<file path="src/rtl/gic_lite.sv">
`timescale 1ns/1ps
module gic_lite #(
  parameter int NSRC = 64,
  parameter int NSGI = 16,
  parameter logic [31:0] IFACE_ID = 32'h0102_043B
) (
  input  logic                 clk,
  input  logic                 rst_n,
  input  logic                 bus_wr,
  input  logic                 bus_rd,
  input  logic [12:0]          bus_addr,
  input  logic [31:0]          bus_wdata,
  output logic [31:0]          bus_rdata,
  input  logic [NSRC-NSGI-1:0] src_level,
  output logic                 cpu_irq
);
  localparam int NWORD = NSRC / 32;
  localparam int NPW   = NSRC / 4;
  localparam int IDW   = 10;
  localparam int SGW   = $clog2(NSGI);
  localparam logic [IDW-1:0] SPUR = '1;
  localparam logic [4:0] TYPE_N = 5'(NWORD - 1);
  localparam int B_SEN = 'h40, B_CEN = 'h60, B_SPN = 'h80, B_CPN = 'hA0, B_ACT = 'hC0;
  localparam int B_PRI = 'h100, B_TGT = 'h200, B_SGI = 'h3C0;

  logic is_cpu, aligned, dwr, cwr, ack_rd, eoi_wr, sgi_wr;
  logic [9:0] wsel;
  assign is_cpu  = bus_addr[12];
  assign aligned = bus_addr[1:0] == 2'b00;
  assign wsel    = bus_addr[11:2];
  assign dwr     = bus_wr & ~is_cpu & aligned;
  assign cwr     = bus_wr & is_cpu & aligned;
  assign ack_rd  = bus_rd & is_cpu & aligned & (wsel == 10'h003);
  assign eoi_wr  = cwr & (wsel == 10'h004);
  assign sgi_wr  = dwr & (wsel == 10'(B_SGI)) & bus_wdata[16];

  logic dist_en, cpu_en, irq_q;
  logic [7:0] pmask;
  logic [NSRC-1:0] en_q, pend_q, act_q;
  logic [7:0] prio_q [NSRC];
  logic [31:0] rdata_q, rd_val;

  logic [NSRC-1:0] cand;
  logic best_ok, present, ack_take;
  logic [IDW-1:0] best_id;
  logic [7:0] best_pr, run_pr;
  assign cand = en_q & pend_q & ~act_q;

  always_comb begin
    best_ok = 1'b0;
    best_id = SPUR;
    best_pr = 8'hFF;
    run_pr  = 8'hFF;
    for (int i = 0; i < NSRC; i++) begin
      if (cand[i] && (!best_ok || prio_q[i] < best_pr)) begin
        best_ok = 1'b1;
        best_id = IDW'(i);
        best_pr = prio_q[i];
      end
      if (act_q[i] && prio_q[i] < run_pr) run_pr = prio_q[i];
    end
  end

  assign present  = dist_en & cpu_en & best_ok & (best_pr < pmask) & (best_pr < run_pr);
  assign ack_take = ack_rd & present;

  logic [NSRC-1:0] sen_mask, cen_mask, spn_mask, cpn_mask, eoi_hit;
  logic [NSRC-1:0] en_d, pend_d, act_d;
  always_comb begin
    for (int w = 0; w < NWORD; w++) begin
      sen_mask[w*32 +: 32] = (dwr && wsel == 10'(B_SEN + w)) ? bus_wdata : 32'h0;
      cen_mask[w*32 +: 32] = (dwr && wsel == 10'(B_CEN + w)) ? bus_wdata : 32'h0;
      spn_mask[w*32 +: 32] = (dwr && wsel == 10'(B_SPN + w)) ? bus_wdata : 32'h0;
      cpn_mask[w*32 +: 32] = (dwr && wsel == 10'(B_CPN + w)) ? bus_wdata : 32'h0;
    end
    for (int i = 0; i < NSRC; i++)
      eoi_hit[i] = eoi_wr && bus_wdata[IDW-1:0] == IDW'(i);
  end

  always_comb begin
    en_d   = (en_q | sen_mask) & ~cen_mask;
    pend_d = (pend_q | spn_mask) & ~cpn_mask;
    act_d  = act_q & ~eoi_hit;
    for (int i = 0; i < NSGI; i++)
      if (sgi_wr && bus_wdata[SGW-1:0] == SGW'(i)) pend_d[i] = 1'b1;
    for (int i = 0; i < NSRC; i++)
      if (ack_take && best_id == IDW'(i)) begin
        pend_d[i] = 1'b0;
        act_d[i]  = 1'b1;
      end
    pend_d[NSRC-1:NSGI] = pend_d[NSRC-1:NSGI] | src_level;
  end

  always_comb begin
    rd_val = 32'h0;
    if (aligned && is_cpu) begin
      case (wsel)
        10'h000: rd_val = {31'h0, cpu_en};
        10'h001: rd_val = {24'h0, pmask};
        10'h003: rd_val = {22'h0, present ? best_id : SPUR};
        10'h005: rd_val = {24'h0, run_pr};
        10'h006: rd_val = {22'h0, best_id};
        10'h03F: rd_val = IFACE_ID;
        default: rd_val = 32'h0;
      endcase
    end else if (aligned) begin
      if (wsel == 10'h000) rd_val = {31'h0, dist_en};
      if (wsel == 10'h001) rd_val = {27'h0, TYPE_N};
      for (int w = 0; w < NWORD; w++) begin
        if (wsel == 10'(B_SEN + w) || wsel == 10'(B_CEN + w)) rd_val = en_q[w*32 +: 32];
        if (wsel == 10'(B_SPN + w) || wsel == 10'(B_CPN + w)) rd_val = pend_q[w*32 +: 32];
        if (wsel == 10'(B_ACT + w)) rd_val = act_q[w*32 +: 32];
      end
      for (int p = 0; p < NPW; p++) begin
        if (wsel == 10'(B_PRI + p))
          rd_val = {prio_q[4*p+3], prio_q[4*p+2], prio_q[4*p+1], prio_q[4*p]};
        if (wsel == 10'(B_TGT + p)) rd_val = 32'h0101_0101;
      end
    end
  end

  always_ff @(posedge clk or negedge rst_n) begin
    if (!rst_n) begin
      dist_en <= 1'b0;
      cpu_en  <= 1'b0;
      pmask   <= 8'h00;
      en_q    <= '0;
      pend_q  <= '0;
      act_q   <= '0;
      irq_q   <= 1'b0;
      rdata_q <= 32'h0;
      for (int i = 0; i < NSRC; i++) prio_q[i] <= 8'h00;
    end else begin
      en_q   <= en_d;
      pend_q <= pend_d;
      act_q  <= act_d;
      irq_q  <= present;
      if (dwr && wsel == 10'h000) dist_en <= bus_wdata[0];
      if (cwr && wsel == 10'h000) cpu_en <= bus_wdata[0];
      if (cwr && wsel == 10'h001) pmask <= bus_wdata[7:0];
      for (int i = 0; i < NSRC; i++)
        if (dwr && wsel == 10'(B_PRI + i / 4)) prio_q[i] <= bus_wdata[8*(i%4) +: 8];
      if (bus_rd) rdata_q <= rd_val;
    end
  end

  assign bus_rdata = rdata_q;
  assign cpu_irq   = irq_q;


  irq_gate_chk: assert property (@(posedge clk) disable iff (!rst_n)
    cpu_irq |-> $past(dist_en && cpu_en));


  irq_running_chk: assert property (@(posedge clk) disable iff (!rst_n)
    cpu_irq |-> $past(best_pr < run_pr && best_pr < pmask));


  spur_ack_chk: assert property (@(posedge clk) disable iff (!rst_n)
    (ack_rd && !present && !bus_wr) |=> (bus_rdata == {22'h0, SPUR}) && $stable(act_q));


  ack_active_chk: assert property (@(posedge clk) disable iff (!rst_n)
    (ack_take && !bus_wr) |=> (bus_rdata[IDW-1:0] != SPUR) &&
      ($countones(act_q) == $countones($past(act_q)) + 1));


  eoi_clear_chk: assert property (@(posedge clk) disable iff (!rst_n)
    (eoi_wr && !bus_rd) |=> ((act_q & $past(eoi_hit)) == '0));


  en_set_chk: assert property (@(posedge clk) disable iff (!rst_n)
    (|sen_mask) |=> ((en_q & $past(sen_mask)) == $past(sen_mask)) &&
      (((en_q ^ $past(en_q)) & ~$past(sen_mask)) == '0));


  lvl_pend_chk: assert property (@(posedge clk) disable iff (!rst_n)
    (|src_level) |=> ((pend_q[NSRC-1:NSGI] & $past(src_level)) == $past(src_level)));
endmodule

</file>
<file path="config.mk">
export PLATFORM = sky130hd
export DESIGN_NAME = gic_lite
export DESIGN_NICKNAME = d
export VERILOG_FILES = /design/src/rtl/gic_lite.sv
export SDC_FILE = /design/constraint.sdc
export NUM_CORES = 2
export LEC_CHECK = 0
export BUFFER_PORTS_ARGS = -buffer_cell sky130_fd_sc_hd__buf_2
export CAP_MARGIN = 20
export CORE_UTILIZATION = 35
export CTS_CLUSTER_DIAMETER = 80
export DETAILED_ROUTE_END_ITERATION = 7
export PLACE_DENSITY = 0.47
export SYNTH_ARGS = -nofsm -noshare
export SYNTH_HDL_FRONTEND = slang
export SYNTH_SLANG_ARGS = --single-unit
</file>
<file path="constraint.sdc">
create_clock -name clk -period 257.7 [get_ports clk]
set_clock_uncertainty 0.1 [all_clocks]
set_input_delay 51.54 -clock clk [delete_from_list [all_inputs] [get_ports clk]]
set_output_delay 51.54 -clock clk [all_outputs]
set_load 0.02 [all_outputs]
</file>
# After elaboration in Yosys (flattened, before gate mapping)
# Cells that the tools add are included.
[word_totals] regBits=747 out_inout_bits=33 elab_cells=1305 input_bits=97
[classes] n_eq_ne=190 n_mux=452 n_bitwise=28 reduce_logical=434 order_cmp=129
[op_table] op="32-bit 2-to-1 mux" n=49
[op_table] op="8-bit less-than comparator" n=128
[op_table] op="8-bit 2-to-1 mux" n=128
[op_table] op="10-bit by 6-bit equality test with 1-bit output, second input constant" n=65
[op_table] op="10-bit 2-to-1 mux" n=65
[op_table] op="64-bit bitwise AND" n=5
[op_table] op="10-bit by 5-bit equality test with 1-bit output, second input constant" n=32
[op_table] op="1-bit logical AND" n=299
[op_table] op="64-bit NOT" n=4
[op_table] op="1-bit 2-to-1 mux" n=209
[op_table] op="10-bit equality test, second input constant" n=17
[op_table] op="10-bit by 4-bit equality test with 1-bit output, second input constant" n=16
[op_table] op="10-bit by 9-bit equality test with 1-bit output, second input constant" n=16
[op_table] op="25-bit case mux with 6 select lines" n=1
[op_table] op="64-bit OR" n=2
[op_table] op="10-bit by 3-bit equality test with 1-bit output, second input constant" n=11
[op_table] op="1-bit logical OR" n=67
[op_table] op="1-bit logical NOT" n=63
[op_table] op="10-bit by 8-bit equality test with 1-bit output, second input constant" n=6
[op_table] op="10-bit by 2-bit equality test with 1-bit output, second input constant" n=5
[op_table] op="48-bit OR" n=1
[op_table] op="10-bit by 7-bit equality test with 1-bit output, second input constant" n=4
[op_table] op="4-bit equality test, second input constant" n=8
[op_table] op="10-bit by 1-bit equality test with 1-bit output, second input constant" n=3
[op_table] op="9 further kinds" n=29

# Longest topological paths before layout
[depth] ltp_word=262 mapped_depth=744 ltp_nobuf=680

# Worst setup path before layout
# OpenSTA, ideal clock, no wires.
[synth_path] path_type="reg-to-reg" start="register act_q[0]" end="register pend_q[51]" setup_ns=0.149 t_arrival_ns=120.369 setup_slack_ns=137.082 synth_period_minus_slack_ns=120.618 n_path_buf=67 stages_incl_launch_ff=701 required_ns=257.451 path_cell_list="dfrtp_1 nand3b_1 nor2_1 ha_1 a21oi_1 o211ai_1 a21o_1 or2_1 and2_1 clkbuf_1 a21oi_1 inv_1 ha_1 and3_1 nand3_1 or2b_2 o31ai_1 a21oi_2 [665 not listed] inv_1 a311o_1 clkbuf_1 o21ai_0 ha_1 a21o_1 a22oi_1 nand4_1 a21oi_1 o211ai_1 a21oi_1 o211ai_1 a31oi_1 nand2_1 clkbuf_1 clkbuf_1 nor2_1 a31oi_1"
[synth_between] elab_chain_cells=262 elab_cells_between_ends=647 classes_between="order compare (128); eq/ne (1); mux (257); bitwise (7); reduce/logical (254)"
[synth_lines] item="start: declaration" line="39" rtl="logic [NSRC-1:0] en_q, pend_q, act_q;"
[synth_lines] item="start signal: assignment" line="136" rtl="act_q <= act_d;"
[synth_lines] item="64-bit NOT" line="47" rtl="assign cand = en_q & pend_q & ~act_q;"
[synth_lines] item="64-bit bitwise AND" line="47"
[synth_lines] item="8-bit 2-to-1 mux / 1-bit 2-to-1 mux (equally long branches)" line="55" rtl="if (cand[i] && (!best_ok || prio_q[i] < best_pr)) begin"
[synth_lines] item="8-bit less-than comparator / 1-bit logical NOT (equally long branches)" line="55"
[synth_lines] item="1-bit logical OR" line="55"
[synth_lines] item="1-bit logical AND" line="55"
[synth_lines] item="8-bit 2-to-1 mux / 1-bit 2-to-1 mux (equally long branches)" line="55"
[synth_lines] item="8-bit less-than comparator / 1-bit logical NOT (equally long branches)" line="55"
[synth_lines] item="[246 not listed]"
[synth_lines] item="8-bit 2-to-1 mux / 1-bit 2-to-1 mux (equally long branches)" line="55"
[synth_lines] item="8-bit less-than comparator / 1-bit bitwise AND (equally long branches)" line="64" rtl="assign present = dist_en & cpu_en & best_ok & (best_pr < pmask) & (best_pr < run_pr);"
[synth_lines] item="1-bit bitwise AND (2 in series)" line="64"
[synth_lines] item="1-bit bitwise AND" line="65" rtl="assign ack_take = ack_rd & present;"
[synth_lines] item="1-bit logical AND (*)" line="87" rtl="if (ack_take && best_id == IDW'(i)) begin"
[synth_lines] item="1-bit 2-to-1 mux (*)" line="87"
[synth_lines] item="48-bit OR (*)" line="91" rtl="pend_d[NSRC-1:NSGI] = pend_d[NSRC-1:NSGI] | src_level;"
[synth_lines] item="net pend_d[51]" line="68" rtl="logic [NSRC-1:0] en_d, pend_d, act_d;"
[synth_lines] item="end signal: assignment" line="135" rtl="pend_q <= pend_d;"
[synth_lines] item="end: declaration" line="39"
# The timed path passes the listed nets; every way through them passes the cells marked *.
# A chain may end at the register's enable or synchronous reset.

# Worst setup path in the final report
[layout_path] start="register act_q[0]" end="register act_q[39]"
[layout_between] elab_chain_cells=261 elab_cells_between_ends=646 classes_between="order compare (128); eq/ne (1); mux (257); bitwise (6); reduce/logical (254)"
[layout_lines] item="64-bit NOT" line="47"
[layout_lines] item="64-bit bitwise AND" line="47"
[layout_lines] item="8-bit 2-to-1 mux / 1-bit 2-to-1 mux (equally long branches)" line="55"
[layout_lines] item="8-bit less-than comparator / 1-bit logical NOT (equally long branches)" line="55"
[layout_lines] item="1-bit logical OR" line="55"
[layout_lines] item="1-bit logical AND" line="55"
[layout_lines] item="8-bit 2-to-1 mux / 1-bit 2-to-1 mux (equally long branches)" line="55"
[layout_lines] item="8-bit less-than comparator / 1-bit logical NOT (equally long branches)" line="55"
[layout_lines] item="[245 not listed]"
[layout_lines] item="1-bit logical AND" line="55"
[layout_lines] item="8-bit 2-to-1 mux / 1-bit 2-to-1 mux (equally long branches)" line="55"
[layout_lines] item="8-bit less-than comparator / 1-bit bitwise AND (equally long branches)" line="64"
[layout_lines] item="1-bit bitwise AND (2 in series)" line="64"
[layout_lines] item="1-bit bitwise AND" line="65"
[layout_lines] item="1-bit logical AND (*)" line="87"
[layout_lines] item="1-bit 2-to-1 mux (*)" line="87"
[layout_lines] item="net act_d[39]" line="68"
# Marked as above.

==> key figures <==
Power
  – Switch Pwr: approximately 97 uW
  – Clk pwr share: 51.4%
  – Pwr per Cell Area: about 3.7 mW/mm^2
  – Internal: 217 uW
  – Sw frac: between 30% and 40%
  – Gate power share: 10.8%
  – Pleak: 0.0433 uW
  – Seq pwr share: 37.8%
  – Worst vdd ir: between 0.000005 and 0.000006 V

Floorplan
  – Number of core rows: 172
  – Die area: 0.223 mm^2
  – Core ar.: 0.220 mm^2
  – Die height: 473 um
  – Effective utilization at floorplan: 35.2%
  – IO Pins: between 100 and 150
  – Die width: approximately 470 um

Status
  – Status: finished clean

Critical path
  – Worst path slowest cell: nor3_2
  – R2R setup slack: around 110 ns
  – Crit path max fanout: 40
  – CP Capture Type: register
  – Crit path DAT: 143.92 ns
  – Startpoint types: register
  – CP Class: reg2reg
  – Critical Path Max Stage Delay: 0.86 ns
  – CP most frequent cell: a21oi_1
  – Critical Path RT: 258.32 ns

Route
  – Final wirelength: 508,000 um
  – First-pass iteration count of the detailed router: 7
  – Initial DRC Count: about 11k
  – Via count: ~83k
  – Drt via density: 6.64
  – DRC viols: 0
  – DR WL/cell: approximately 40 um
  – Antenna Violating Nets Remaining: 0

Logic synthesis
  – Post-Syn Nets: 10.3k
  – Count of cell types in the netlist: 183
  – Most used DFF post-synth: dfrtp_1
  – Syn Area/Cell: about 8 um^2
  – Number of synthesized flops with an enable pin: 0
  – #FFs+latches synth: 747
  – Yosys warnings: 0
  – Cells after Synth: 9,425
  – Synth Cell Area: 0.0775 mm^2
  – Post-synthesis sequential area ratio: 24.1%
  – Ys async rst share: 100%

Timing
  – Setup slack after layout: 114.40 ns
  – Final Hold Fails: 0
  – Fin crit period: 143.30 ns
  – Relative slew slack: 0.497%
  – Worst-Margin Slew: 1.49 ns
  – F_max: 6.98 MHz
  – Max-slew violations: 0
  – Tcrit/Tclk final: 55.6%
  – RSZ-0062 raised after global routing: false
  – Final Setup Violations: 0
  – TNS Setup: 0 ns

Placement
  – IO buf count: roughly 130
  – Placed Area: 0.0810 mm^2
  – Hpwl dp: 395,000 um
  – Post-Place Cells: 12.2k
  – GP Congestion: 1.07
  – Dpl ws: 117.29 ns

Layout
  – Commonest non-fill, non-tap cell in the layout: a21oi_1
  – Nets: 10.3k
  – Non-filler cells, final: between 10k and 15k
  – Share of layout cells above drive strength 1: 16.0%
  – Most frequent cells in the layout: a21oi_1, nand2_1, ha_1
  – Area grow syn2layout: 9.67%
  – Fin area: 0.0850 mm^2
  – Util after Layout: 38.7%

Worst hold path
  – HP Class: reg2reg

Clock network
  – Post CTS Setup Buffer Count: 0
  – CTS sink cnt: 747
  – CTS buffer count: 111
  – Clock H-tree levels: 3
  – Clock transition at the registers of the reported paths: 0.06 ns
  – Insertion delay to the later sink of the worst-skew pair: 0.83 ns
  – Gates resized, CTS repair: 0
  – Root buf cell: clkbuf_16
  – Cts hold-fix bufs: 0
  – Clock Tree Buf Depth: 3
  – CTS tree: yes

Global routing
  – Largest net degree at the start of global routing: 144
  – Total GRT Usage: 44.2%
  – Vias in the first global route: 75.7k
  – Initial antenna violation count: 104
  – Grt ovf: 0
  – First-pass GRT wire length: 675,000 um

Flow run
  – Count of max-cap constraint violations: 0
## flip-flops by register name, indices dropped and copies added (netlist names)
signal,flops
act_q,64
bus_rdata,32
cpu_en,1
cpu_irq,1
dist_en,1
en_q,64
pend_q,64
pmask,8
prio_q,512
## final timing paths
check | startpoint | end | cells past startpoint
setup / recovery | act_q[0] | act_q[39] | 637
hold / removal | bus_rdata[18] | bus_rdata[18] | 2
setup reg to reg | act_q[0] | act_q[39] | 637
hold reg to reg | bus_rdata[18] | bus_rdata[18] | 2
max in group asynchronous | rst_n | prio_q[105] | 5
min in group asynchronous | rst_n | prio_q[328] | 1
## worst max-delay path: cells and delay by family (launching register included)
| kind | cells | cell delay, ns |
|---|---|---|
| buffers and inverters | 34 | 4.46 |
| and+or+nand+nor | 197 | 38.50 |
| adders and majority gates | 64 | 19.29 |
| AOI/OAI and AO/OA | 318 | 72.02 |
| muxes | 24 | 7.99 |
| DFF | 1 | 0.59 |
## final cells by class
cell class / instances / area [um^2]
clock inverter: 53 / 577
fill: 22785 / 135000
clock buffer: 150 / 3120
antenna: 65 / 163
multi-input combinational: 7471 / 53900
tap: 2958 / 3700
sequential: 747 / 18700
timing repair buffer: 307 / 2060
inverter: 750 / 2820
## stage by stage
stage	power, uW	hold WS, ns
global route	320	0.441
floorplan	134	0.400
finish	314	0.431
CTS	313	0.429
global placement	153	0.389
detailed placement	153	0.406
## power by group through the flow
stage               combinational, uW  sequential, uW  clock (uW)
finish                           33.8             119         161
CTS                              32.5             119         162
detailed placement               32.4             121           0
global route                     34.8             119         166
floorplan                        14.3             120           0
global placement                 32.3             121           0
## metal layers
| layer | up-vias | track usage (%) | routed length [um] |
|---|---|---|---|
| met5 | - | 0 | 208 |
| met4 | 32 | 31.2 | 37900 |
| met3 | 1283 | 10.6 | 48700 |
| met2 | 5292 | 65.3 | 216000 |
| met1 | 41555 | 56.4 | 206000 |
| li1 | 34904 | - | - |
## cells in the mapped netlist, types with 86 or more instances
| cell | n | area share, % |
|---|---|---|
| dfrtp_1 | 747 | 24 |
| nor3_1 | 124 | 0.80 |
| mux2_2 | 702 | 10 |
| ha_1 | 775 | 13 |
| nand3_1 | 141 | 0.91 |
| nand4_1 | 151 | 1.2 |
| inv_1 | 750 | 3.6 |
| a21oi_1 | 905 | 5.8 |
| o21a_1 | 97 | 0.94 |
| mux2i_1 | 200 | 2.6 |
| a221oi_1 | 96 | 1.1 |
| a22oi_1 | 120 | 1.2 |
| nor2b_1 | 131 | 1.1 |
| clkbuf_1 | 285 | 1.4 |
| o21ai_0 | 720 | 4.6 |
| nor2_1 | 725 | 3.5 |
| o21ai_1 | 86 | 0.56 |
| a21o_1 | 181 | 1.8 |
| nand2_1 | 781 | 3.8 |
## logic make-up (layout without fill, tap and decap cells)
| family | Yosys count | in the layout | synth area share, % |
|---|---|---|---|
| and+or+nand+nor | 2598 | 2598 | 16.4 |
| buffers and inverters | 1207 | 1260 | 6.58 |
| xor gates and xnor gates | 23 | 23 | 0.260 |
| other | 0 | 65 | 0 |
| adders and majority gates | 810 | 810 | 13.0 |
| DFF | 747 | 747 | 24.1 |
| muxes | 931 | 931 | 13.3 |
| AOI/OAI and AO/OA | 3109 | 3109 | 26.3 |
Power figures use the tool's default switching activity.
